**config.mk**
```make
export PLATFORM = sky130hd
export DESIGN_NAME = irq_group_ctrl
export DESIGN_NICKNAME = d
export VERILOG_FILES = /design/src/rtl/irq_grp_pkg.sv /design/src/rtl/irq_pend_bank.sv /design/src/rtl/irq_prio_resolve.sv /design/src/rtl/irq_nest_stack.sv /design/src/rtl/irq_group_ctrl.sv
export SDC_FILE = /design/constraint.sdc
export NUM_CORES = 1
export LEC_CHECK = 0
export ABC_AREA = 1
export CAP_MARGIN = 40
export CORE_MARGIN = 2
export CORE_UTILIZATION = 40
export CTS_BUF_LIST = sky130_fd_sc_hd__clkbuf_2 sky130_fd_sc_hd__clkbuf_4 sky130_fd_sc_hd__clkbuf_8
export DETAILED_ROUTE_END_ITERATION = 8
export DONT_BUFFER_PORTS = 1
export SLEW_MARGIN = 20
export SYNTH_ARGS = -nofsm -noshare
export SYNTH_HDL_FRONTEND = slang
export SYNTH_SLANG_ARGS = --single-unit
```
**constraint.sdc**
```tcl
create_clock -name clk -period 19.4 [get_ports clk]
set_input_delay 3.88 -clock clk [delete_from_list [all_inputs] [get_ports clk]]
set_output_delay 3.88 -clock clk [all_outputs]
set_load 0.03 [all_outputs]
```
**src/rtl/irq_grp_pkg.sv**
```systemverilog
package irq_grp_pkg;
  localparam int IRQ_NSRC  = 18;
  localparam int IRQ_NGRP  = 6;
  localparam int IRQ_LVLW  = 2;
  localparam int IRQ_DEPTH = 4;
  localparam int IRQ_RSTG  = 2;
endpackage

```
**src/rtl/irq_pend_bank.sv**
```systemverilog
module irq_pend_bank #(
  parameter int N_SRC = 18,
  localparam int VEC_W = $clog2(N_SRC)
) (
  input  logic             clk,
  input  logic             rst_n,
  input  logic [N_SRC-1:0] src_req,
  input  logic [N_SRC-1:0] clr_mask,
  input  logic [N_SRC-1:0] held_cfg,
  input  logic             ack_fire,
  input  logic [VEC_W-1:0] ack_vec,
  output logic [N_SRC-1:0] pend
);
  logic [N_SRC-1:0] pend_q, pend_n, ack_hit;
  logic             upd_en;

  always_comb begin
    ack_hit = '0;
    if (ack_fire) begin
      for (int i = 0; i < N_SRC; i++) begin
        if (VEC_W'(i) == ack_vec) ack_hit[i] = ~held_cfg[i];
      end
    end
    pend_n = (pend_q & ~clr_mask & ~ack_hit) | src_req;
    upd_en = ack_fire | (|src_req) | (|clr_mask);
  end

  always_ff @(posedge clk or negedge rst_n) begin
    if (!rst_n)      pend_q <= '0;
    else if (upd_en) pend_q <= pend_n;
  end

  assign pend = pend_q;

  p_set_sticky_r2: assert property (@(posedge clk) disable iff (!rst_n)
    (|src_req) |=> ((pend_q & $past(src_req)) == $past(src_req)));

  p_sw_clear_r3: assert property (@(posedge clk) disable iff (!rst_n)
    (|clr_mask) |=> ((pend_q & $past(clr_mask & ~src_req)) == '0));

  p_ack_clear_r7: assert property (@(posedge clk) disable iff (!rst_n)
    (ack_fire && !held_cfg[ack_vec] && !src_req[ack_vec]) |=> !pend_q[$past(ack_vec)]);

  p_held_keep_r8: assert property (@(posedge clk) disable iff (!rst_n)
    (ack_fire && held_cfg[ack_vec] && pend_q[ack_vec] && !clr_mask[ack_vec])
      |=> pend_q[$past(ack_vec)]);
endmodule

```
**src/rtl/irq_prio_resolve.sv**
```systemverilog
module irq_prio_resolve #(
  parameter int N_SRC = 18,
  parameter int N_GRP = 6,
  parameter int LVL_W = 2,
  localparam int VEC_W = $clog2(N_SRC),
  localparam int SPG   = N_SRC / N_GRP
) (
  input  logic [N_SRC-1:0]       active,
  input  logic [N_GRP*LVL_W-1:0] grp_lvl,
  output logic                   found,
  output logic [VEC_W-1:0]       best_vec,
  output logic [LVL_W-1:0]       best_lvl
);
  logic [N_GRP-1:0] grp_hit;
  logic [VEC_W-1:0] grp_src [N_GRP];

  for (genvar g = 0; g < N_GRP; g++) begin : g_grp
    logic             hit_l;
    logic [VEC_W-1:0] src_l;
    always_comb begin
      hit_l = 1'b0;
      src_l = '0;
      for (int k = SPG - 1; k >= 0; k--) begin
        if (active[g + k*N_GRP]) begin
          hit_l = 1'b1;
          src_l = VEC_W'(g + k*N_GRP);
        end
      end
    end
    assign grp_hit[g] = hit_l;
    assign grp_src[g] = src_l;
  end

  always_comb begin
    found    = 1'b0;
    best_vec = '0;
    best_lvl = '0;
    for (int g = N_GRP - 1; g >= 0; g--) begin
      if (grp_hit[g] && (!found || grp_lvl[g*LVL_W +: LVL_W] >= best_lvl)) begin
        found    = 1'b1;
        best_vec = grp_src[g];
        best_lvl = grp_lvl[g*LVL_W +: LVL_W];
      end
    end
  end
endmodule

```
**src/rtl/irq_nest_stack.sv**
```systemverilog
module irq_nest_stack #(
  parameter int DEPTH = 4,
  parameter int LVL_W = 2,
  localparam int DEP_W = $clog2(DEPTH + 1)
) (
  input  logic             clk,
  input  logic             rst_n,
  input  logic             push,
  input  logic             pop,
  input  logic [LVL_W-1:0] push_lvl,
  output logic [DEP_W-1:0] depth,
  output logic [LVL_W-1:0] top_lvl
);
  logic [LVL_W-1:0] stk_q [DEPTH];
  logic [LVL_W-1:0] stk_n [DEPTH];
  logic [DEP_W-1:0] depth_q, depth_n;
  logic             upd_en;

  always_comb begin
    depth_n = depth_q;
    stk_n   = stk_q;
    upd_en  = push | pop;
    if (pop) begin
      if (depth_q != '0) depth_n = depth_q - 1'b1;
    end else if (push && depth_q < DEP_W'(DEPTH)) begin
      for (int i = 0; i < DEPTH; i++) begin
        if (DEP_W'(i) == depth_q) stk_n[i] = push_lvl;
      end
      depth_n = depth_q + 1'b1;
    end
  end

  always_comb begin
    top_lvl = '0;
    for (int i = 0; i < DEPTH; i++) begin
      if (DEP_W'(i + 1) == depth_q) top_lvl = stk_q[i];
    end
  end

  always_ff @(posedge clk or negedge rst_n) begin
    if (!rst_n) begin
      depth_q <= '0;
      for (int i = 0; i < DEPTH; i++) stk_q[i] <= '0;
    end else if (upd_en) begin
      depth_q <= depth_n;
      stk_q   <= stk_n;
    end
  end

  assign depth = depth_q;

  p_no_overflow_r9: assert property (@(posedge clk) disable iff (!rst_n)
    depth_q <= DEP_W'(DEPTH));

  p_preempt_r9: assert property (@(posedge clk) disable iff (!rst_n)
    (push && depth_q != '0) |-> (push_lvl > top_lvl));

  p_push_r7: assert property (@(posedge clk) disable iff (!rst_n)
    (push && !pop) |=> (depth_q == $past(depth_q) + 1'b1));

  p_pop_floor_r10: assert property (@(posedge clk) disable iff (!rst_n)
    (pop && depth_q == '0) |=> (depth_q == '0));
endmodule

```
**src/rtl/irq_group_ctrl.sv**
```systemverilog
module irq_group_ctrl
  import irq_grp_pkg::*;
#(
  parameter int N_SRC = IRQ_NSRC,
  parameter int N_GRP = IRQ_NGRP,
  parameter int LVL_W = IRQ_LVLW,
  parameter int DEPTH = IRQ_DEPTH,
  parameter int RSTG  = IRQ_RSTG
) (
  input  logic                        clk,
  input  logic                        rst_n,
  input  logic [N_SRC-1:0]            src_req,
  input  logic [N_SRC-1:0]            src_en,
  input  logic [N_SRC-1:0]            held_cfg,
  input  logic [N_SRC-1:0]            sleep_mask,
  input  logic [N_SRC-1:0]            clr_mask,
  input  logic [N_GRP*LVL_W-1:0]      grp_lvl,
  input  logic                        glob_en,
  input  logic                        idle_mode,
  input  logic                        ack,
  input  logic                        reti,
  output logic                        irq_req,
  output logic [$clog2(N_SRC)-1:0]    irq_vec,
  output logic [LVL_W-1:0]            irq_lvl,
  output logic [N_SRC-1:0]            pend_out,
  output logic [$clog2(DEPTH+1)-1:0]  depth_out,
  output logic                        wake_active,
  output logic                        sleep_wake
);
  localparam int VEC_W = $clog2(N_SRC);
  localparam int DEP_W = $clog2(DEPTH + 1);

  logic [RSTG-1:0]  rst_pipe;
  logic             rst_n_s;
  logic [N_SRC-1:0] pend, active;
  logic             found, ack_fire;
  logic [VEC_W-1:0] best_vec;
  logic [LVL_W-1:0] best_lvl, top_lvl;
  logic [DEP_W-1:0] depth;

  always_ff @(posedge clk or negedge rst_n) begin
    if (!rst_n) rst_pipe <= '0;
    else        rst_pipe <= {rst_pipe[RSTG-2:0], 1'b1};
  end
  assign rst_n_s = rst_pipe[RSTG-1];

  irq_pend_bank #(.N_SRC(N_SRC)) u_pend (
    .clk(clk), .rst_n(rst_n_s), .src_req(src_req), .clr_mask(clr_mask),
    .held_cfg(held_cfg), .ack_fire(ack_fire), .ack_vec(best_vec), .pend(pend)
  );

  always_comb begin
    active   = pend & src_en & {N_SRC{glob_en}};
    irq_req  = found && (depth == '0 || best_lvl > top_lvl);
    ack_fire = ack && irq_req && !reti;
  end

  irq_prio_resolve #(.N_SRC(N_SRC), .N_GRP(N_GRP), .LVL_W(LVL_W)) u_res (
    .active(active), .grp_lvl(grp_lvl), .found(found),
    .best_vec(best_vec), .best_lvl(best_lvl)
  );

  irq_nest_stack #(.DEPTH(DEPTH), .LVL_W(LVL_W)) u_stk (
    .clk(clk), .rst_n(rst_n_s), .push(ack_fire), .pop(reti),
    .push_lvl(best_lvl), .depth(depth), .top_lvl(top_lvl)
  );

  assign irq_vec     = best_vec;
  assign irq_lvl     = best_lvl;
  assign pend_out    = pend;
  assign depth_out   = depth;
  assign wake_active = idle_mode && (|active);
  assign sleep_wake  = glob_en && (|(pend & src_en & sleep_mask));

  p_gate_r4: assert property (@(posedge clk) disable iff (!rst_n_s)
    irq_req |-> (glob_en && src_en[irq_vec] && pend_out[irq_vec]));

  p_lvl_match_r5: assert property (@(posedge clk) disable iff (!rst_n_s)
    irq_req |-> (irq_lvl == grp_lvl[(int'(irq_vec) % N_GRP)*LVL_W +: LVL_W]));

  p_vec_range_r13: assert property (@(posedge clk) disable iff (!rst_n_s)
    irq_req |-> (int'(irq_vec) < N_SRC));

  p_sleep_src_r12: assert property (@(posedge clk) disable iff (!rst_n_s)
    sleep_wake |-> (|(pend_out & sleep_mask)));
endmodule

```
**After elaboration in Yosys (flattened, before gate mapping)**

Cells that the tools add are included.

- Add/sub/neg operators: 2
- Order comparisons: 7
- Equal/unequal tests: 22
- Mux-type cells: 80
- Bitwise gates (word level): 30
- Reduce and logical (&&, ||, !) cells: 36

Operators by type and width:

| operator | count |
|---|---|
| bitwise AND 18 bit | 5 |
| OR reduction 18 bit | 4 |
| two-way mux 5 bit | 12 |
| two-way mux 4 bit | 12 |
| two-way mux 1 bit | 42 |
| == test 4 x 5 -> 1 bit, first input constant | 8 |
| NOT 18 bit | 2 |
| == test 3 x 5 -> 1 bit, first input constant | 4 |
| two-way mux 2 bit | 10 |
| NOT 1 bit | 19 |
| two-way mux 18 bit | 1 |
| OR 18 bit | 1 |
| AND reduction 4 bit | 4 |
| logical AND 1 bit | 11 |
| == test 2 x 5 -> 1 bit, first input constant | 2 |
| == test 5 bit, first input constant | 2 |
| >= comparator 2 bit | 5 |
| two-way mux 3 bit | 3 |
| == test 2 x 3 -> 1 bit, first input constant | 2 |
| logical NOT 1 bit | 6 |
| logical OR 1 bit | 6 |
| == test 1 x 5 -> 1 bit, first input constant | 1 |
| logical NOT 5 bit | 1 |
| adder 3 x 1 -> 3 bit, second input constant | 1 |
| 11 further kinds | 13 |

- Bits in registers: 31
- Bits of input ports: 108
- Output and inout port bits: 31
- Word-level logic and storage cells: 184

**Logic depth before layout (Yosys ltp)**

Gate-level depths: netlist of run 1.

- Word-level depth: 35
- Gate-level depth with buffers: 60
- Depth with buffers taken out: 59

**Cells and area by module**

From an unflattened synthesis of run 1, not the netlist that was laid out.

- Cell total of the unflattened synthesis: 539
- Area total of the unflattened synthesis: 3205.6 um^2

Modules (own cells, without submodules):

| module | times used | cells an instance | area an instance (um^2) | seq. area each (um^2) |
|---|---|---|---|---|
| irq_pend_bank | 1 | 164 | 1043.5 | 450.4 |
| irq_prio_resolve | 1 | 177 | 907.1 | 0.0 |
| irq_nest_stack | 1 | 88 | 660.6 | 275.3 |
| irq_group_ctrl | 1 | 110 | 594.3 | 50.0 |

**Worst setup path before layout of run 1**

No wires, ideal clock.

- Kind: in2out
- Start: input port glob_en
- End: output port irq_req
- Arrival time: 9551 ps
- Required time: 15520 ps
- Setup slack: 5969 ps
- Cell stages on the path: 45
- Buffers on the path: 1
- Cell sequence: buf_6 > nand3_2 > nand3_4 > nand2_1 > ha_1 > nand2_1 > inv_1 > nor2_1 > nand2_4 > nand2_4 > inv_2 > o21ai_0 > inv_1 > ha_1 > a21oi_1 > nand2_2 > nand2_4 > nand2_1 > [9 not listed] > ha_1 > a21oi_1 > nand2_2 > nand2_4 > nand3_1 > and2_1 > ha_1 > a21oi_1 > nand2_2 > nand2_4 > or2_2 > and2_1 > ha_1 > inv_1 > nor2_1 > o21ai_0 > nand2_1 > o21a_2

- Cells in the longest elaborated chain, start to end: 28
- Elaborated cells on any way between the ends: 54
- Those cells by class: 6 x order compare; 30 x mux; 1 x bitwise; 17 x reduce/logical

Ends and longest elaborated chain:

| what | RTL line | RTL |
|---|---|---|
| from (decl) | irq_group_ctrl.sv:18 | `input logic glob_en,` |
| bitwise AND 18 bit * | irq_group_ctrl.sv:53 | `active = pend & src_en & {N_SRC{glob_en}};` |
| two-way mux 1 bit (3 in a row) | irq_prio_resolve.sv:24 | `if (active[g + k*N_GRP]) begin` |
| two-way mux 2 bit or two-way mux 1 bit (tied branches) | irq_prio_resolve.sv:39 | `if (grp_hit[g] && (!found \|\| grp_lvl[g*LVL_W +: LVL_W] >= best_lvl)) begin` |
| >= comparator 2 bit or logical NOT 1 bit (tied branches) | irq_prio_resolve.sv:39 |  |
| logical OR 1 bit | irq_prio_resolve.sv:39 |  |
| logical AND 1 bit | irq_prio_resolve.sv:39 |  |
| two-way mux 2 bit or two-way mux 1 bit (tied branches) | irq_prio_resolve.sv:39 |  |
| >= comparator 2 bit or logical NOT 1 bit (tied branches) | irq_prio_resolve.sv:39 |  |
| [11 not listed] | - |  |
| >= comparator 2 bit or logical NOT 1 bit (tied branches) | irq_prio_resolve.sv:39 |  |
| logical OR 1 bit | irq_prio_resolve.sv:39 |  |
| logical AND 1 bit | irq_prio_resolve.sv:39 |  |
| two-way mux 2 bit * | irq_prio_resolve.sv:39 |  |
| via irq_lvl[1] | irq_group_ctrl.sv:24 | `output logic [LVL_W-1:0] irq_lvl,` |
| greater-than comparator 2 bit * | irq_group_ctrl.sv:54 | `irq_req = found && (depth == '0 \|\| best_lvl > top_lvl);` |
| logical OR 1 bit * | irq_group_ctrl.sv:54 |  |
| logical AND 1 bit * | irq_group_ctrl.sv:54 |  |
| to (decl) | irq_group_ctrl.sv:22 | `output logic irq_req,` |

Mark *: on every way through the listed nets, which the timed path passes. The rest lies on a longest branch.

**Final worst setup path of run 1**

- Start: input port src_en[11]
- End: output port irq_req

- Cells in the longest elaborated chain, start to end: 28
- Elaborated cells on any way between the ends: 39
- Those cells by class: 6 x order compare; 14 x mux; 2 x bitwise; 17 x reduce/logical

Ends and longest elaborated chain:

| what | RTL line | RTL |
|---|---|---|
| from (decl) | irq_group_ctrl.sv:13 | `input logic [N_SRC-1:0] src_en,` |
| bitwise AND 18 bit * (2 in a row) | irq_group_ctrl.sv:53 |  |
| two-way mux 1 bit * (2 in a row) | irq_prio_resolve.sv:24 |  |
| two-way mux 2 bit or two-way mux 1 bit (tied branches) | irq_prio_resolve.sv:39 |  |
| >= comparator 2 bit or logical NOT 1 bit (tied branches) | irq_prio_resolve.sv:39 |  |
| logical OR 1 bit | irq_prio_resolve.sv:39 |  |
| logical AND 1 bit | irq_prio_resolve.sv:39 |  |
| two-way mux 2 bit or two-way mux 1 bit (tied branches) | irq_prio_resolve.sv:39 |  |
| >= comparator 2 bit or logical NOT 1 bit (tied branches) | irq_prio_resolve.sv:39 |  |
| [11 not listed] | - |  |
| >= comparator 2 bit or logical NOT 1 bit (tied branches) | irq_prio_resolve.sv:39 |  |
| logical OR 1 bit | irq_prio_resolve.sv:39 |  |
| logical AND 1 bit | irq_prio_resolve.sv:39 |  |
| two-way mux 2 bit * | irq_prio_resolve.sv:39 |  |
| via irq_lvl[1] | irq_group_ctrl.sv:24 |  |
| greater-than comparator 2 bit * | irq_group_ctrl.sv:54 |  |
| logical OR 1 bit * | irq_group_ctrl.sv:54 |  |
| logical AND 1 bit * | irq_group_ctrl.sv:54 |  |

Marked as above.

==> results of run 1 <==
routing by layer:
metal	vias up	track usage, %	routed length [um]
met5	-	0	0
met4	0	7.711	163
met3	10	7.067	690
met2	103	36.58	4224
met1	1350	27.90	4108
li1	1526	-	-
layout by cell type, fill, tap and decap left out, drive strengths merged:
master  count
nand2     150
inv        81
nand3      60
nor2       54
dfrtp      31
o21ai      26
ha         18
nand4       9
nand3b      8
a21oi       8
nor3        7
clkbuf      6
or2         5
xor2        3
and2        2
and3        2
nor3b       2
o21a        2
o22ai       1
nor4        1
a41oi       1
o21bai      1
a21boi      1
a31o        1
bufinv      1
clkinv      1
buf         1
conb        1
state kept, by name, summed over array words and instances (netlist names):
name / flops
u_pend.pend: 18
u_stk.stk_q: 8
u_stk.depth: 3
rst_pipe: 2
worst max-delay path, delay by kind of cell:
| family | cells | cell delay, ns |
|---|---|---|
| simple gates | 26 | 3.03 |
| compound gates | 8 | 1.17 |
| buf+inv | 7 | 0.35 |
| fa+ha+maj | 6 | 1.66 |
cell usage after synthesis, drive strengths merged:
master / count / area, sq um
ha: 18 / 225.2
o22ai: 1 / 6.260
a41oi: 1 / 8.760
buf: 3 / 27.52
inv: 81 / 306.6
nand3: 60 / 342.8
o21bai: 1 / 7.510
o21a: 2 / 16.27
nor3b: 2 / 15.01
and3: 2 / 12.51
and2: 2 / 12.51
nor4: 1 / 6.260
a21boi: 1 / 11.26
nand2: 150 / 645.6
nand4: 9 / 62.56
dfrtp: 31 / 775.7
o21ai: 26 / 160.1
nor3: 7 / 35.03
a21oi: 8 / 43.79
a31o: 1 / 8.760
or2: 5 / 31.28
nand3b: 8 / 60.06
conb: 1 / 3.750
xor2: 3 / 26.28
nor2: 54 / 227.7
layout make-up:
class	instances	area, sq um	area share, %
multi-input cells	363	1969	59.67
flip-flops and latches	31	775.7	23.50
inverters	81	306.5	9.287
well taps	99	123.9	3.753
clock buffers	6	82.58	2.502
clock inverters	2	35.03	1.061
repair buffers	1	7.507	0.2274
worst paths after layout:
check	start	endpoint	cells after the start
hold reg to reg	rst_pipe[1]	u_stk.stk_q[6]	0
min in group clk	rst_pipe[0]	rst_pipe[1]	0
hold / removal	rst_pipe[1]	u_stk.stk_q[6]	0
setup / recovery	src_en[11]	irq_req	47
max in group asynchronous	rst_n	rst_pipe[1]	0
setup reg to reg	u_pend.pend[11]	u_stk.stk_q[7]	54
power breakdown:
part / switching (uW) / internal, uW
combinational: 128 / 57.4
sequential: 26.0 / 77.7
clock: 26.1 / 41.6
kinds of logic (layout without fill, tap and decap cells):
logic type / Yosys count / after routing / share of synthesized area, %
simple gates: 300 / 300 / 47.13
fa+ha+maj: 18 / 18 / 7.314
xor+xnor: 3 / 3 / 0.8535
buf+inv: 84 / 90 / 10.85
compound gates: 41 / 41 / 8.533
other cells: 1 / 1 / 0.1218
flops: 31 / 31 / 25.19
through the flow:
step / area [sq um] / worst slack (ns) / utilization, % / hold WS [ns] / std cells
floorplan: 3079 / 5.969 / - / 0.3312 / 478
global placement: 3183 / 5.618 / 43.19 / 0.2633 / 575
detailed placement: 3183 / 5.402 / 43.19 / 0.2571 / 575
CTS: 3301 / 5.371 / 44.79 / 0.2624 / 583
global route: 3301 / 4.742 / 44.79 / 0.3165 / 583
finish: 3301 / 5.401 / 44.79 / 0.2339 / 583
==> results.yml, run 1 <==
logic_synthesis:
  syn-num-nets: 604
  yosys_warnings: 0
  ys_seq_elements: 31
  netlist_instances: 478
  synth.avg_cell_area_sq_um: 6.442
  syn_area_sq_um: 3079
  ys_seq_area_share_pct: 25.19
  synth_cell_types: 40
clocking:
  cts_htree_levels: 2
  cts.sinks: 31
  clkLatencyLatePin_ns: 0.29
  cts_setup_buffers: 0
  cts_buffer_depth: 2
  cts-root-buf: "clkbuf_8"
  numCtsBuffers: 5
  path_clk_slew_ns: 0.08
  cts_tree: "built"
  cts_resized: 0
  cts_hold_buffers: 0
sta:
  worstMarginPinSlew_ns: 0.7652
  final.min_clock_period_ns: 14.00
  tns_ns: 0
  maxClockFrequency_ghz: 0.07144
  finalMaxSlewViolations: 0
  clock_skew_ns: 0.008235
  setup_violations: 0
  fin_crit_sh_pct: 72.16
  relSlewSlack_pct: 48.32
  hold_viol_final: 0
  rsz0062_at_grt: "no"
global_routing:
  antenna_found_initial: 0
  grt_overflow: 0
  grt_pass1_vias: 2996
  grt_use_total_pct: 22.39
  grt_pass1_wl_um: 14790
  grt_max_degree: 18
worst_setup_path:
  crit_required_ns: 15.52
  endpoint_kind: "output port"
  crit_arrival_ns: 10.12
  worstSetupStartpointType: "input pin"
  crit_fanout: 9
  rrSetupSlack_ns: 11.33
  cpPeakStageDelay_ns: 0.35
  crit_top_cell: "nand2_1"
  critPathKind: "input pin to output port"
  timing.critical_path.slowest_stage_cell: "ha_1"
layout:
  finalNetCount: 609
  layout-drive-gt1-share_pct: 13.64
  syn2layout_area_growth_pct: 7.192
  diodes: 0
  n_fill_cell: 784
floorplan:
  start_util_pct: 41.78
  core-area_sq_um: 7370
  design.die.area_sq_um: 8416
  die_h_um: 91.74
  io_pins: 139
  row_count: 31
  die_w_um: 91.74
power_and_ir_drop:
  p_leak_uw: 0.001827
  fin_total_pwr_uw: 356.9
  ir_drop_mv: 0.04974
  p_per_area_nw_per_um2: 108.1
detailed_routing:
  wirelength_um: 9186
  vias_per_cell: 5.127
  firstDrtPassIters: 4
  first_iter_violations: 177
  dr_total_vias: 2989
  drtAntennaViolNets: 0
  drc: 0
  wl_per_cell_um: 15.76
place:
  hpwlAfterDp_um: 7678
  io_buffers: 0
  gp_congestion: 0.9157
worst_hold_path:
  hold_class: "flip-flop to async pin"
job:
  cap_viol_max_count: 0
outcome:
  status: "finished clean"
Power figures use the tool's default switching activity.
==> run 2: changes to the inputs <==
==> constraint.sdc (replaced) <==
create_clock -name clk -period 13.55 [get_ports clk]
set_input_delay 2.71 -clock clk [delete_from_list [all_inputs] [get_ports clk]]
set_output_delay 2.71 -clock clk [all_outputs]
set_load 0.03 [all_outputs]
==> results.yml, run 2 (synthesis results as in run 1) <==
worst_setup_path:
  cpPeakStageDelay_ns: 0.35
  crit_fanout: 9
  endpoint_kind: "output port"
  cpLargestDelayFamily: "simple AND/OR/NAND/NOR gates"
  critPathKind: "input pin to output port"
  path_buf_inv: 7
  worstSetupStartpointType: "input pin"
  crit_required_ns: 10.84
  timing.critical_path.slowest_stage_cell: "ha_1"
  crit_arrival_ns: 8.90
  crit_top_cell: "nand2_1"
clocking:
  cts_htree_levels: 2
  cts_buffer_depth: 2
  cts_resized: 0
  clkLatencyLatePin_ns: 0.28
  cts_setup_buffers: 0
  cts.sinks: 31
  cts_hold_buffers: 0
  cts_tree: "built"
  numCtsBuffers: 5
  path_clk_slew_ns: 0.07
  cts-root-buf: "clkbuf_8"
detailed_routing:
  dr_total_vias: 3021
  drtAntennaViolNets: 0
  firstDrtPassIters: 4
  wl_per_cell_um: 15.55
  vias_per_cell: 5.191
  drc: 0
  wirelength_um: 9049
  first_iter_violations: 149
power_and_ir_drop:
  fin_total_pwr_uw: 488.5
  clkPwrFrac_pct: 15.5
  swShare_pct: 52.26
  combPwrFrac_pct: 54.2
  ir_drop_mv: 0.06858
  seq_power_share_pct: 30.3
  p_per_area_nw_per_um2: 149.4
  p_leak_uw: 0.001813
  internal-power_uw: 233.2
  p_sw_uw: 255.3
layout:
  layout-drive-gt1-share_pct: 13.46
  syn2layout_area_growth_pct: 6.217
  mostFrequentLayoutCells: "133 x nand2_1, 69 x inv_1, 53 x nand3_1, 48 x nor2_1, 31 x dfrtp_1"
  finalNetCount: 609
  final_common_cell: "nand2_1"
  diodes: 0
  largest_reg_flops: 18
  final_cell_area_sq_um: 3271
global_routing:
  grt_max_degree: 18
  grt_use_total_pct: 22.20
  grt_overflow: 0
  grt_pass1_wl_um: 14790
  antenna_found_initial: 0
  grt_pass1_vias: 3075
sta:
  hold_viol_final: 0
  relSlewSlack_pct: 47.86
  maxClockFrequency_ghz: 0.08614
  worstMarginPinSlew_ns: 0.7719
  setup_violations: 0
  tns_ns: 0
  rsz0062_at_grt: "no"
  finalMaxSlewViolations: 0
  clock_skew_ns: 0.002526
  fin_crit_sh_pct: 85.67
  final.min_clock_period_ns: 11.61
floorplan:
  start_util_pct: 41.78
  design.die.area_sq_um: 8416
  core-area_sq_um: 7370
  die_h_um: 91.74
  io_pins: 139
  die_w_um: 91.74
  row_count: 31
place:
  hpwlAfterDp_um: 7680
  gp_congestion: 0.9154
  dpl_cell_area_sq_um: 3183
  io_buffers: 0
job:
  cap_viol_max_count: 0
worst_hold_path:
  hold_class: "flip-flop to async pin"
outcome:
  status: "finished clean"
[run 2: cell count changes in the layout (fill, tap and decap cells not counted)]
cell,previous run,this run
bufinv_16,1,0
[run 2: path summary, 6_finish.rpt]
path	slack [ns]	startpoint	cells past startpoint	end
worst max-delay path	1.94	src_en[11]	47	irq_req
worst min-delay path	0.24	rst_pipe[1]	0	u_pend.pend[13]
worst max register to register	5.50	u_pend.pend[11]	54	u_stk.stk_q[3]
worst min register to register	0.24	rst_pipe[1]	0	u_pend.pend[13]
max in group asynchronous	11.37	rst_n	0	rst_pipe[1]
min in group clk	0.36	rst_pipe[0]	0	rst_pipe[1]
[run 2: worst reg2reg max path, delay by kind of cell (launching register included)]
family          cells  cell delay, ns
flops               1            0.60
simple gates       31            3.93
buf+inv             9            0.63
fa+ha+maj           6            1.66
compound gates      8            1.16
[run 2: layout make-up]
class	instances	area, sq um
sequential	31	775.7
tap	99	123.9
timing repair buffer	1	7.507
clock buffer	6	82.58
fill	792	4099
clock inverter	1	5.005
multi-input combinational	363	1969
inverter	81	306.5
[run 2: per-layer routing]
layer / vias to the layer above / global-route usage (%) / part of all wire [%]
li1: 1530 / - / -
met1: 1345 / 26.98 / 44
met2: 125 / 36.64 / 45
met3: 21 / 7.313 / 8.4
met4: 0 / 8.085 / 2.9
met5: - / 0 / 0
[run 2: power groups by stage]
stage	Clock, uW	Sequential (uW)	Combinational [uW]
2_1_floorplan	0	143	219
3_3_place_gp	0	149	260
3_5_place_dp	0	150	265
4_1_cts	76.9	148	266
5_1_grt	81.1	151	300
6_report	75.6	148	265
[run 2: per-stage QoR]
stage	setup slack, ns	cells	utilization (%)	hold slack, ns
after floorplan	2.459	478	-	0.3312
after global placement	2.108	575	43.19	0.2633
after detailed placement	1.917	575	43.19	0.2516
after CTS	1.891	582	44.38	0.2632
after global routing	1.291	582	44.38	0.3103
final	1.941	582	44.38	0.2360
==> run 3: changes to the inputs <==
--- a/config.mk
+++ b/config.mk
@@ -7,6 +7,7 @@
 export LEC_CHECK = 0
 export ABC_AREA = 1
 export CAP_MARGIN = 40
+export CORE_ASPECT_RATIO = 0.6
 export CORE_MARGIN = 2
 export CORE_UTILIZATION = 40
 export CTS_BUF_LIST = sky130_fd_sc_hd__clkbuf_2 sky130_fd_sc_hd__clkbuf_4 sky130_fd_sc_hd__clkbuf_8
==> constraint.sdc (replaced) <==
create_clock -name clk -period 15.1 [get_ports clk]
set_input_delay 3.02 -clock clk [delete_from_list [all_inputs] [get_ports clk]]
set_output_delay 3.02 -clock clk [all_outputs]
set_load 0.03 [all_outputs]
==> results.yml, run 3 (synthesis results as in run 1) <==
outcome:
  status: "finished clean"
worst_setup_path:
  crit_fanout: 9
  worstSetupStartpointType: "input pin"
  crit_required_ns: 12.08
  crit_arrival_ns: 9.26
  timing.critical_path.slowest_stage_cell: "ha_1"
  rrSetupSlack_ns: 7.06
  crit_top_cell: "nand2_1"
  critPathKind: "input pin to output port"
  cpPeakStageDelay_ns: 0.35
  endpoint_kind: "output port"
sta:
  hold_viol_final: 0
  worstMarginPinSlew_ns: 0.7353
  finalMaxSlewViolations: 0
  rsz0062_at_grt: "no"
  final.min_clock_period_ns: 12.28
  setup_violations: 0
  relSlewSlack_pct: 50.33
  clock_skew_ns: 0.007683
  maxClockFrequency_ghz: 0.08143
  tns_ns: 0
  fin_crit_sh_pct: 81.32
clocking:
  path_clk_slew_ns: 0.08
  cts_resized: 0
  cts_htree_levels: 2
  cts_tree: "built"
  cts_hold_buffers: 0
  cts.sinks: 31
  cts-root-buf: "clkbuf_8"
  clkLatencyLatePin_ns: 0.30
  numCtsBuffers: 5
  cts_buffer_depth: 2
  cts_setup_buffers: 0
power_and_ir_drop:
  combPwrFrac_pct: 52.7
  ir_drop_mv: 0.06027
  internal-power_uw: 223.4
  p_sw_uw: 236.1
  clkPwrFrac_pct: 18.7
  p_leak_uw: 0.001824
  fin_total_pwr_uw: 459.6
  p_per_area_nw_per_um2: 138.9
  swShare_pct: 51.38
  seq_power_share_pct: 28.7
floorplan:
  start_util_pct: 41.85
  io_pins: 139
  die_h_um: 71.96
  die_w_um: 117.3
  design.die.area_sq_um: 8439
  core-area_sq_um: 7357
  row_count: 24
place:
  io_buffers: 0
  dpl_cell_area_sq_um: 3189
  gp_congestion: 0.8761
  dp.cells: 580
  hpwlAfterDp_um: 7848
layout:
  layout-drive-gt1-share_pct: 13.64
  final_cell_area_sq_um: 3309
  final_common_cell: "nand2_1"
  largest_reg_flops: 18
  syn2layout_area_growth_pct: 7.477
  finalNetCount: 609
  mostFrequentLayoutCells: "133 x nand2_1, 69 x inv_1, 53 x nand3_1, 48 x nor2_1, 31 x dfrtp_1"
  finalNonFillerCells: 591
global_routing:
  grt_overflow: 0
  antenna_found_initial: 3
  grt_pass1_wl_um: 14660
  grt_max_degree: 30
  grt_use_total_pct: 22.92
  grt_pass1_vias: 2870
detailed_routing:
  wl_per_cell_um: 15.57
  drc: 0
  first_iter_violations: 139
  highest_layer: "met4"
  drtAntennaViolNets: 0
  wirelength_um: 9200
  vias_per_cell: 5.047
  wl_met2_um: 3921
  dr_wl_met3_um: 849
  firstDrtPassIters: 4
  met1_length_um: 4346
  dr_total_vias: 2983
worst_hold_path:
  hold_class: "flip-flop to async pin"
job:
  cap_viol_max_count: 0
-- run 3: cell count changes in the layout (fill, tap and decap cells not counted), sizes merged --
cell / previous run / this run
clkbuf: 6 / 5
bufinv: 0 / 1
clkinv: 1 / 2
diode: 0 / 3
-- run 3: layer usage --
metal  vias to the layer above  global-route usage, %
met5                         -                      0
met4                         0                  4.314
met3                         9                  8.688
met2                       102                  34.74
met1                      1333                  31.57
li1                       1539                      -
-- run 3: area by class of cell --
class,count,area (sq um)
clock inverter,3,43.79
tap,104,130.1
timing repair buffer,1,7.507
clock buffer,5,68.82
fill,796,4048
multi-input combinational,363,1969
inverter,81,306.5
antenna,3,7.507
sequential,31,775.7
-- run 3: metrics by stage --
stage | setup slack, ns | hold slack (ns) | utilization (%)
global route | 2.148 | 0.3159 | 44.98
floorplan | 3.389 | 0.3312 | -
CTS | 2.823 | 0.2769 | 44.88
finish | 2.820 | 0.2555 | 44.98
detailed placement | 2.840 | 0.2769 | 43.35
global placement | 3.014 | 0.2660 | 43.35
-- run 3: final timing paths --
kind / start / cells past startpoint / to
max in group asynchronous: rst_n / 0 / rst_pipe[1]
setup reg to reg: u_pend.pend[11] / 54 / u_stk.stk_q[5]
setup / recovery: src_en[11] / 47 / irq_req
hold / removal: rst_pipe[1] / 1 / u_stk.depth[0]
hold reg to reg: rst_pipe[1] / 1 / u_stk.depth[0]
min in group clk: rst_pipe[0] / 0 / rst_pipe[1]
-- run 3: critical path, delay by kind of cell --
family / cells / cell delay, ns
simple gates: 26 / 3.04
fa+ha+maj: 6 / 1.68
compound gates: 8 / 1.14
buf+inv: 7 / 0.35
-- run 3: power groups by stage --
stage	clock, uW	combinational, uW	sequential (uW)
2_1_floorplan	0	196	129
3_3_place_gp	0	235	133
3_5_place_dp	0	241	134
4_1_cts	88.3	242	132
5_1_grt	91.4	276	134
6_report	85.7	242	132
